--- config.mk ---
export PLATFORM = sky130hd
export DESIGN_NAME = key_autorepeat
export DESIGN_NICKNAME = d
export VERILOG_FILES = /design/src/rtl/kar_pkg.sv /design/src/rtl/kar_strobe_in.sv /design/src/rtl/kar_delay_timer.sv /design/src/rtl/kar_repeat_fsm.sv /design/src/rtl/key_autorepeat.sv
export SDC_FILE = /design/constraint.sdc
export NUM_CORES = 1
export LEC_CHECK = 0
export BUFFER_PORTS_ARGS = -buffer_cell sky130_fd_sc_hd__buf_2
export CAP_MARGIN = 20
export CORE_ASPECT_RATIO = 1.4
export CORE_MARGIN = 3
export CORE_UTILIZATION = 65
export CTS_CLUSTER_DIAMETER = 30
export CTS_CLUSTER_SIZE = 30
export DETAILED_ROUTE_END_ITERATION = 10
export GPL_TIMING_DRIVEN = 0
export PLACE_DENSITY = 0.82
export SLEW_MARGIN = 20
export SYNTH_ARGS = -nofsm -noshare
export SYNTH_HDL_FRONTEND = slang
export SYNTH_SLANG_ARGS = --single-unit
--- constraint.sdc ---
create_clock -name clk -period 3.3 [get_ports clk]
set_input_delay 0.495 -clock clk [delete_from_list [all_inputs] [get_ports clk]]
set_output_delay 0.495 -clock clk [all_outputs]
set_load 0.01 [all_outputs]
--- src/rtl/kar_pkg.sv ---
package kar_pkg;

    typedef enum logic [1:0] {
        AR_IDLE   = 2'd0,
        AR_ARMED  = 2'd1,
        AR_REPEAT = 2'd2
    } ar_state_e;

    // width needed to hold the value n
    function automatic int cw(input int n);
        return (n < 2) ? 1 : $clog2(n + 1);
    endfunction

endpackage

--- src/rtl/kar_strobe_in.sv ---
module kar_strobe_in #(
    parameter int STRETCH_CYC = 12
) (
    input  logic clk,
    input  logic rst,
    input  logic strobe_async,
    output logic strobe_pulse,
    output logic strobe_ext
);
    import kar_pkg::*;

    localparam int SW = cw(STRETCH_CYC);
    localparam logic [SW-1:0] ST_LOAD = SW'(STRETCH_CYC);

    logic [2:0]    sync_q;
    logic [SW-1:0] str_cnt;

    always_ff @(posedge clk) begin
        if (rst) sync_q <= '0;
        else     sync_q <= {sync_q[1:0], strobe_async};
    end

    assign strobe_pulse = sync_q[1] & ~sync_q[2];

    always_ff @(posedge clk) begin
        if (rst)                 str_cnt <= '0;
        else if (strobe_pulse)   str_cnt <= ST_LOAD;
        else if (str_cnt != '0)  str_cnt <= str_cnt - 1'b1;
    end

    assign strobe_ext = (str_cnt != '0);

endmodule

--- src/rtl/kar_delay_timer.sv ---
module kar_delay_timer #(
    parameter int DELAY_CYC = 40,
    parameter int DW        = 6
) (
    input  logic          clk,
    input  logic          rst,
    input  logic          clear,
    output logic [DW-1:0] count,
    output logic          tc_rise
);
    localparam logic [DW-1:0] TOP = DW'(DELAY_CYC);

    logic tc_q;
    logic at_top;

    assign at_top = (count == TOP);

    always_ff @(posedge clk) begin
        if (rst) begin
            count <= TOP;
            tc_q  <= 1'b1;
        end else begin
            tc_q <= at_top;
            if (clear)        count <= '0;
            else if (!at_top) count <= count + 1'b1;
        end
    end

    assign tc_rise = at_top & ~tc_q;

endmodule

--- src/rtl/kar_repeat_fsm.sv ---
module kar_repeat_fsm
    import kar_pkg::*;
#(
    parameter int OFF_CYC    = 3,
    parameter int LAG_CYC    = 6,
    parameter int REP_PERIOD = 16,
    parameter int REP_LOW    = 4
) (
    input  logic      clk,
    input  logic      rst,
    input  logic      tc_rise,
    input  logic      strobe_ext,
    output logic      pwr_en,
    output logic      sample_evt,
    output ar_state_e state
);
    localparam int OW = cw(OFF_CYC);
    localparam int LW = cw(LAG_CYC);
    localparam int PW = cw(REP_PERIOD);
    localparam logic [OW-1:0] OFF_LOAD = OW'(OFF_CYC);
    localparam logic [LW-1:0] LAG_LOAD = LW'(LAG_CYC);
    localparam logic [PW-1:0] PH_LAST  = PW'(REP_PERIOD - 1);
    localparam logic [PW-1:0] PH_LOW   = PW'(REP_LOW);
    localparam logic [PW-1:0] PH_RISE  = PW'(REP_LOW - 1);

    logic [OW-1:0] off_cnt;
    logic [LW-1:0] lag_cnt;
    logic [PW-1:0] phase;

    assign sample_evt = (lag_cnt == LW'(1));

    always_ff @(posedge clk) begin
        if (rst) begin
            state   <= AR_IDLE;
            off_cnt <= '0;
            lag_cnt <= '0;
            phase   <= '0;
        end else begin
            if (off_cnt != '0) off_cnt <= off_cnt - 1'b1;
            if (lag_cnt != '0) lag_cnt <= lag_cnt - 1'b1;
            // sampling window opens when the supply comes back
            if (state != AR_REPEAT && off_cnt == OW'(1)) lag_cnt <= LAG_LOAD;
            if (state == AR_REPEAT) begin
                phase <= (phase == PH_LAST) ? '0 : phase + 1'b1;
                if (phase == PH_RISE) lag_cnt <= LAG_LOAD;
            end
            unique case (state)
                AR_IDLE: begin
                    if (sample_evt && strobe_ext) state <= AR_ARMED;
                    if (tc_rise) off_cnt <= OFF_LOAD;
                end
                AR_ARMED: begin
                    if (tc_rise) begin
                        state <= AR_REPEAT;
                        phase <= '0;
                    end else if (sample_evt && !strobe_ext) begin
                        state <= AR_IDLE;
                    end
                end
                AR_REPEAT: begin
                    if (sample_evt && !strobe_ext) begin
                        state <= AR_IDLE;
                        phase <= '0;
                    end
                end
                default: state <= AR_IDLE;
            endcase
        end
    end

    assign pwr_en = (state == AR_REPEAT) ? (phase >= PH_LOW) : (off_cnt == '0);

endmodule

--- src/rtl/key_autorepeat.sv ---
module key_autorepeat
    import kar_pkg::*;
#(
    parameter int DELAY_CYC   = 500000,
    parameter int OFF_CYC     = 8,
    parameter int LAG_CYC     = 64,
    parameter int STRETCH_CYC = 10000,
    parameter int REP_PERIOD  = 100000,
    parameter int REP_LOW     = 20000
) (
    input  logic clk,
    input  logic rst,
    input  logic key_strobe,
    output logic matrix_pwr_en,
    output logic strobe_ext
);
    localparam int DW = cw(DELAY_CYC);

    logic          strobe_pulse;
    logic [DW-1:0] dly_cnt;
    logic          tc_rise;
    logic          sample_evt;
    ar_state_e     st;

    kar_strobe_in #(.STRETCH_CYC(STRETCH_CYC)) u_in (
        .clk          (clk),
        .rst          (rst),
        .strobe_async (key_strobe),
        .strobe_pulse (strobe_pulse),
        .strobe_ext   (strobe_ext)
    );

    kar_delay_timer #(.DELAY_CYC(DELAY_CYC), .DW(DW)) u_tmr (
        .clk     (clk),
        .rst     (rst),
        .clear   (strobe_pulse),
        .count   (dly_cnt),
        .tc_rise (tc_rise)
    );

    kar_repeat_fsm #(
        .OFF_CYC    (OFF_CYC),
        .LAG_CYC    (LAG_CYC),
        .REP_PERIOD (REP_PERIOD),
        .REP_LOW    (REP_LOW)
    ) u_fsm (
        .clk        (clk),
        .rst        (rst),
        .tc_rise    (tc_rise),
        .strobe_ext (strobe_ext),
        .pwr_en     (matrix_pwr_en),
        .sample_evt (sample_evt),
        .state      (st)
    );

endmodule

After elaboration in Yosys (flattened, before gate mapping)
Index checks and enable logic that the tools add are counted.

storage, ports and cells
  register bits = 67
  input port bits = 3
  output and inout port bits = 2

cells by class
  reduce and logical (&&, ||, !) cells = 11
  bitwise logic cells = 4
  magnitude comparators = 1
  equality and inequality tests = 10
  add/subtract/negate cells = 5
  multiplexer cells = 21

operator list
  kind                     count
  $mux W17                 4
  $mux W19                 2
  $pmux W17 S2             1
  $mux W14                 2
  $mux W7                  4
  $add A19 B1 Y19 const B  1
  $eq A19 B19 Y1 const B   1
  $add A17 B1 Y17 const B  1
  $eq A17 B15 Y1 const B   1
  $eq A17 B17 Y1 const B   1
  $ge A17 B15 Y1 const B   1
  $reduce_bool A14 Y1      1
  $sub A14 B1 Y14 const B  1
  $mux W4                  3
  $eq A7 B1 Y1 const B     1
  $reduce_bool A7 Y1       1
  $sub A7 B1 Y7 const B    1
  $mux W2                  3
  $pmux W2 S3              1
  $eq A4 B1 Y1 const B     1
  $logic_not A4 Y1         1
  $ne A2 B2 Y1 const B     2
  $reduce_bool A4 Y1       1
  $sub A4 B1 Y4 const B    1
  11 further kinds         15

Depth between registers and ports, before layout
Gate-level depths: netlist of the first run.

  depth after elaboration = 6
  mapped depth = 10

By module
From an unflattened synthesis of the first run, not the netlist that was laid out.

second synthesis, totals
  cell total of the unflattened synthesis = 385
  area, all modules = 3468.3 um^2

by module, submodules not included
  module           cells each  times used  area an instance (um^2)
  kar_repeat_fsm   186         1           1646.6
  kar_delay_timer  114         1           1026.0
  kar_strobe_in    85          1           795.8

Worst setup path before layout of the first run
Ideal clock, no wire load.

  kind = register -> register
  start = register u_in.str_cnt[0]
  end = register u_fsm.state[0]
  library setup time = 0.116 ns
  path slack = 1.372 ns
  arrival time = 1.812 ns
  stages on the path, launching flop included = 10
  cells stage by stage = dfxtp_1 > inv_1 > ha_1 > nor4b_2 > and4b_1 > inv_2 > buf_6 > or2_1 > a21oi_1 > and3b_1

between the ends
  cells in the longest elaborated chain, start to end = 6
  elaborated cells on any way between the ends = 8
  those cells by class = eq/ne (1); mux (3); reduce/logical (4)

RTL lines
  element                  RTL line                                    RTL
  start, declared          kar_strobe_in.sv:16                         logic [SW-1:0] str_cnt;
  start signal, assigned   kar_strobe_in.sv:28                         else if (str_cnt != '0) str_cnt <= str_cnt - 1'b1;
  $reduce_bool A14 Y1 (*)  kar_strobe_in.sv:31                         assign strobe_ext = (str_cnt != '0);
  via strobe_ext           key_autorepeat.sv:15                        output logic strobe_ext
  $logic_not A1 Y1         kar_repeat_fsm.sv:56, kar_repeat_fsm.sv:61
  $logic_and A1 B1 Y1      kar_repeat_fsm.sv:56, kar_repeat_fsm.sv:61
  $mux W2 (2 in a row)     --
  $pmux W2 S3              --
  end signal, assigned     kar_repeat_fsm.sv:57                        state <= AR_IDLE;
  end signal, assigned     kar_repeat_fsm.sv:62                        state <= AR_IDLE;
  end signal, assigned     kar_repeat_fsm.sv:66                        default: state <= AR_IDLE;
  end, declared            kar_repeat_fsm.sv:15                        output ar_state_e state

Mark *: on every way through the listed nets, which the timed path passes. The rest lies on a longest branch.
A chain may end at the register's enable or synchronous reset.

Worst setup path after layout of the first run
  start = register u_in.str_cnt[0]
  end = output port strobe_ext

between the ends
  cells in the longest elaborated chain, start to end = 1

RTL lines
  element              RTL line
  $reduce_bool A14 Y1  kar_strobe_in.sv:31
  end, declared        key_autorepeat.sv:15

Every way passes these cells.

==> results.py, run 1 <==
metrics = {
    "layout": {
        "final_common_cell": "dfxtp_1",
        "drive_above_1_share_pct": 9.28,
        "fin_util_pct": 77.3,
        "multi_input_area_sq_um": 1810,
        "seq_area_sq_um": 1340,
        "diodes": 0,
        "final_cell_mix": "67 x dfxtp_1, 49 x nor2_1, 25 x xnor2_1",
        "nFillCells": 339,
        "area_growth_pct": 11.1,
        "layout.nets": 400,
    },
    "setup_path": {
        "cpPeakStageDelay_ps": 380,
        "path_class": "flip-flop to output pin",
        "r2r_end": "u_fsm.phase[15]",
        "critPathMaxFanout": 10,
        "crit_slowest_cell": "and4b_1",
        "endpoint_kind": "output pin",
        "r2r_cells": 10,
        "required_ps": 2800,
        "crit_family": "simple AND/OR/NAND/NOR gates",
        "worstSetupStartpointType": "flip-flop",
        "worstPathCellList": "inv_1 -> ha_1 -> nor4b_2 -> and4b_1 -> inv_2 -> buf_6 -> buf_2",
        "worstSetupStartpoint": "u_in.str_cnt[0]",
        "crit_arrival_ps": 2050,
        "worst-path-buf-inv": 4,
        "r2r_start": "u_in.str_cnt[0]",
        "r2r_slack_ps": 970,
    },
    "pwr": {
        "power_density_nw_per_um2": 843,
        "p_leak_nw": 1.36,
        "max-vdd-ir-drop_mv": 0.506,
    },
    "synth": {
        "synth-simple-area-share_pct": 28.1,
        "synth-xor-area-share_pct": 12.6,
        "synth_compound_area_share_pct": 8.30,
        "synth-main-ff-cell": "dfxtp_1",
        "syn_inst": 368,
        "yosysSeqAreaShare_pct": 41.2,
        "synth-async-reset-ratio_pct": 0,
        "ys_ff_latch": 67,
        "synth_top_family_by_area": "simple AND/OR/NAND/NOR gates",
        "synth_area_sq_um": 3250,
        "synth-edff-count": 0,
        "synth_fa_ha_area_share_pct": 5.38,
        "syn_avg_cell_area_sq_um": 8.84,
        "yosys_warnings": 0,
        "syn_nets": 385,
        "synth.distinct_cells": 51,
        "synthMuxAreaShare_pct": 1.23,
    },
    "global_route": {
        "overflow": 0,
        "grtUsageMet1_pct": 25.6,
        "use_met3_pct": 5.11,
        "grt_pass1_vias": 2672,
        "grt_first_pass_wirelength_mm": 11.4,
        "grt_antenna_before_repair": 0,
        "grt-busiest-layer": "met2",
        "grt_max_degree": 13,
        "grt_usage_pct": 24.0,
        "grtUsageMet2_pct": 42.5,
    },
    "die": {
        "start_util_pct": 69.5,
        "io_pins": 5,
        "die_area_sq_um": 5900,
        "dieHeight_microns": 89.7,
        "coreArea_sq_um": 4680,
        "die_x_microns": 65.8,
        "row_count": 29,
    },
    "clocking": {
        "cts_resized": 0,
        "cts_buffers": 9,
        "cts_tree": "done",
        "clock_latency_ps": 350,
        "htreeDepth": 3,
        "hold_buffers": 0,
        "root_buffer": "clkbuf_8",
        "post_cts_buffers": 0,
        "cts.reportedPaths.clkPinSlew_ps": 70,
        "cts.path.max_buffers": 2,
        "cts_sinks": 67,
    },
    "timing": {
        "slew_headroom_pct": 60.9,
        "finalHoldViolCount": 0,
        "worstMarginPinSlew_ps": 582,
        "finalMaxSlewViolations": 0,
        "fmax_ghz": 0.393,
        "finalClockSkew_ps": 10.3,
        "tns_ps": 0,
        "finalSetupViolCount": 0,
        "period_share_pct": 77.2,
        "fin_crit_ps": 2550,
        "rsz0062_at_grt": "false",
    },
    "drt": {
        "ant_nets": 0,
        "drc": 0,
        "vias": 2621,
        "first_pass_iters": 4,
        "wirelength_mm": 6.47,
        "wl_per_cell_microns": 14.4,
        "vias_per_cell": 5.82,
        "drt_iter0_drc": 157,
    },
    "placement": {
        "gp_congestion": 0.868,
        "hpwl_mm": 4.50,
        "io_buffers": 4,
    },
    "job": {
        "drv_cap": 0,
    },
    "worst_hold_path": {
        "whs_path_depth": 2,
        "hp-start": "key_strobe",
        "min_path_type": "input pin to flip-flop",
        "holdPathEnd": "u_in.sync_q[0]",
    },
    "run_status": {
        "outcome": "completed",
    },
}
==> power by group <==
| part | internal (mW) | total (mW) | switching [mW] |
|---|---|---|---|
| registers | 0.968 | 1.13 | 0.164 |
| logic | 0.467 | 1.02 | 0.553 |
| clock network | 0.581 | 0.897 | 0.316 |
| total | 2.02 | 3.05 | 1.03 |
==> stage by stage <==
step	instance area (sq um)	power, mW	std cells	setup slack, ps	hold slack [ps]
3_3_place_gp	3350	2.11	434	1080	426
4_1_cts	3620	3.06	450	741	357
3_5_place_dp	3350	2.14	434	1090	432
6_report	3620	3.05	450	754	360
5_1_grt	3620	3.25	450	598	373
2_1_floorplan	3250	1.94	368	1370	414
==> flip-flops by register name, indices dropped and copies added, names as in the netlist <==
signal         flops
u_fsm.lag_cnt      7
u_fsm.off_cnt      4
u_fsm.phase       17
u_fsm.state        2
u_in.str_cnt      14
u_in.sync_q        3
u_tmr.count       19
u_tmr.tc_q         1
==> final cells by class <==
cell class | instances | area share [%]
Tap cell | 62 | 2.14
Clock buffer | 10 | 3.53
Clock inverter | 6 | 3.80
Buffer | 8 | 1.25
Multi-Input combinational cell | 278 | 50.1
Sequential cell | 67 | 37.1
Timing Repair Buffer | 4 | 0.553
Inverter | 15 | 1.56
==> worst register-to-register path, stage by stage (launching register included) <==
cell and delay [ps]:
dfxtp_1 340, inv_1 130, ha_1 170, nor4b_2 340, and4b_1 380, inv_2 60, o21ai_0 200, a31o_2 180
buf_4 150, buf_4 190, nor3_1 80
==> synthesized netlist by cell type, types with 9 or more instances <==
cell type  number  area (sq um)
dfxtp_1        67          1340
inv_1          14          52.6
nor2_1         49           184
xor2_1         22           193
ha_1           14           175
nor3_1         20           100
nand3_1        20           100
xnor2_1        25           219
nand2_1        21          78.8
a21oi_1        21           105
nand4_1         9          56.3
and3_1          9          56.3
==> worst max-delay path by stage <==
stage	to	slack, ps	cells past startpoint
3_5_place_dp	u_fsm.phase[16]	1090	10
6_report	strobe_ext	750	7
3_3_place_gp	u_fsm.phase[16]	1080	10
5_1_grt	strobe_ext	600	7
4_1_cts	strobe_ext	740	7
2_1_floorplan	u_fsm.state[0]	1370	9
==> kinds of logic (layout without fill, tap and decap cells) <==
kind of cell,Yosys count,after routing
adders and majority gates,14,14
buffers and inverters,23,43
AOI/OAI and AO/OA,43,43
and+or+nand+nor,170,170
DFF,67,67
xor gates and xnor gates,47,47
muxes,4,4
==> layer usage <==
metal	vias up	wire length, microns
li1	1308	-
met1	1256	2630
met2	41	3460
met5	-	0
met4	0	204
met3	16	169
Note: power is estimated with default switching activity, not from simulation.
==> run 2: changes to the inputs <==
--- a/config.mk
+++ b/config.mk
@@ -9,12 +9,12 @@
 export CAP_MARGIN = 20
 export CORE_ASPECT_RATIO = 1.4
 export CORE_MARGIN = 3
-export CORE_UTILIZATION = 65
+export CORE_UTILIZATION = 56
 export CTS_CLUSTER_DIAMETER = 30
 export CTS_CLUSTER_SIZE = 30
 export DETAILED_ROUTE_END_ITERATION = 10
 export GPL_TIMING_DRIVEN = 0
-export PLACE_DENSITY = 0.82
+export PLACE_DENSITY = 0.75
 export SLEW_MARGIN = 20
 export SYNTH_ARGS = -nofsm -noshare
 export SYNTH_HDL_FRONTEND = slang
==> constraint.sdc (replaced) <==
create_clock -name clk -period 2.15 [get_ports clk]
set_input_delay 0.3225 -clock clk [delete_from_list [all_inputs] [get_ports clk]]
set_output_delay 0.3225 -clock clk [all_outputs]
set_load 0.01 [all_outputs]
==> results.py, run 2 (same netlist as run 1, synthesis figures left out) <==
metrics = {
    "setup_path": {
        "worstSetupStartpointType": "flip-flop",
        "r2r_start": "u_fsm.state[0]",
        "critPathMaxFanout": 10,
        "r2r_end": "u_fsm.lag_cnt[5]",
        "worstSetupEndpoint": "strobe_ext",
        "r2r_slack_ps": 120,
        "r2r_cells": 7,
        "worstPathCellList": "nor4_2 -> and4b_2 -> inv_2 -> buf_6 -> buf_2",
        "cpPeakStageDelay_ps": 430,
        "required_ps": 1830,
        "crit_slowest_cell": "nor4_2",
        "worstSetupStartpoint": "u_in.str_cnt[11]",
        "crit_arrival_ps": 1740,
        "crit_family": "simple AND/OR/NAND/NOR gates",
        "cp.depth": 5,
        "worst-path-buf-inv": 3,
        "endpoint_kind": "output pin",
        "path_class": "flip-flop to output pin",
    },
    "die": {
        "coreArea_sq_um": 5570,
        "io_pins": 5,
        "row_count": 32,
        "dieHeight_microns": 96.2,
        "die_area_sq_um": 6780,
        "die_x_microns": 70.4,
        "start_util_pct": 58.5,
    },
    "run_status": {
        "outcome": "completed",
    },
    "timing": {
        "tns_ps": 0,
        "slew_headroom_pct": 64.5,
        "worstMarginPinSlew_ps": 528,
        "fmax_ghz": 0.484,
        "finalSetupViolCount": 0,
        "period_share_pct": 96.0,
        "finalHoldViolCount": 0,
        "finalMaxSlewViolations": 0,
        "hold_slack_ps": 195,
        "finalClockSkew_ps": 7.81,
        "fin_crit_ps": 2060,
    },
    "job": {
        "drv_cap": 0,
    },
    "drt": {
        "wirelength_mm": 6.20,
        "top_layer": "met4",
        "ant_nets": 0,
        "route.met3.wl_microns": 137,
        "route.met2.wl_mm": 3.33,
        "drt_iter0_drc": 121,
        "drc": 0,
        "drt-met1-wl_mm": 2.62,
        "first_pass_iters": 4,
        "vias_per_cell": 5.59,
        "vias": 2562,
        "wl_per_cell_microns": 13.5,
    },
    "clocking": {
        "cts.path.max_buffers": 2,
        "hold_buffers": 0,
        "cts_tree": "done",
        "cts_sinks": 67,
        "cts_buffers": 9,
        "clock_latency_ps": 340,
        "htreeDepth": 3,
        "root_buffer": "clkbuf_8",
        "cts.reportedPaths.clkPinSlew_ps": 70,
    },
    "pwr": {
        "max-vdd-ir-drop_mv": 0.776,
        "power_density_nw_per_um2": 1220,
        "p_leak_nw": 1.34,
    },
    "layout": {
        "final_common_cell": "dfxtp_1",
        "layout.nets": 402,
        "instances_no_fill": 458,
        "largest_registers": "u_tmr.count (19), u_fsm.phase (17), u_in.str_cnt (14)",
        "largest_register_ffs": 19,
        "diodes": 0,
        "final_cell_mix": "64 x dfxtp_1, 49 x nor2_1, 25 x xnor2_1",
        "top_register": "u_tmr.count",
        "fin_util_pct": 64.7,
        "drive_above_1_share_pct": 11.5,
        "area_growth_pct": 10.7,
    },
    "global_route": {
        "grt_usage_pct": 20.0,
        "grt_antenna_before_repair": 0,
        "grt_max_degree": 11,
        "grt_first_pass_wirelength_mm": 10.8,
        "overflow": 0,
        "grt_pass1_vias": 2461,
    },
    "placement": {
        "gp_congestion": 0.864,
        "hpwl_mm": 4.55,
        "place_inst": 440,
        "io_buffers": 4,
    },
    "worst_hold_path": {
        "min_path_type": "input pin to flip-flop",
    },
}
[run 2: cell count changes in the layout (fill, tap and decap cells not counted), sizes merged]
| cell | delta |
|---|---|
| bufinv | -3 |
| clkbuf | +4 |
| clkinv | -1 |
| buf | +2 |
[run 2: worst min-delay path by stage]
stage                        start              to  slack, ps  depth (start not counted)
floorplan                      rst  u_in.sync_q[2]        410                          1
global placement    u_in.sync_q[0]  u_in.sync_q[1]        430                          1
detailed placement  u_in.sync_q[0]  u_in.sync_q[1]        450                          1
CTS                     key_strobe  u_in.sync_q[0]        190                          2
global route            key_strobe  u_in.sync_q[0]        210                          2
finish                  key_strobe  u_in.sync_q[0]        200                          2
[run 2: final cells by class]
| cell class | instances | area (sq um) |
|---|---|---|
| fill | 482 | 1960 |
| multi-input combinational | 278 | 1850 |
| sequential | 67 | 1350 |
| clock buffer | 14 | 153 |
| tap | 68 | 85.1 |
| inverter | 15 | 56.3 |
| buffer | 8 | 46.3 |
| clock inverter | 2 | 35.0 |
| timing repair buffer | 6 | 35.0 |
[run 2: metrics by stage]
step,area [sq um],total power [mW],worst slack [ps]
CTS,3570,4.37,5.20
floorplan,3250,2.98,222
global route,3600,4.75,-9.74
finish,3600,4.40,85.5
global placement,3360,3.25,-63.9
detailed placement,3360,3.30,-76.2
[run 2: what timing repair did]
| item | 4_1_cts | 5_1_grt |
|---|---|---|
| endpoints found under the setup margin | 17 | 22 |
| pin swaps | 0 | 1 |
| gates resized for setup | 5 | 11 |
| endpoints found under the hold margin | 0 | 0 |
| setup buffers | 1 | 1 |
| gates cloned | 0 | 0 |
[run 2: per-layer routing]
layer	vias to the layer above	track usage, %
li1	1311	-
met1	1221	21.3
met2	20	38.3
met3	10	4.08
met4	0	7.99
met5	-	0
[run 2: report_power, final]
group          leakage (nW)  total (mW)  internal (mW)  switching [mW]
Clock                0.0947        1.01          0.568           0.445
Combinational         0.699        1.63          0.780           0.851
Sequential            0.548        1.76           1.49           0.269
Total                  1.34        4.40           2.84            1.56
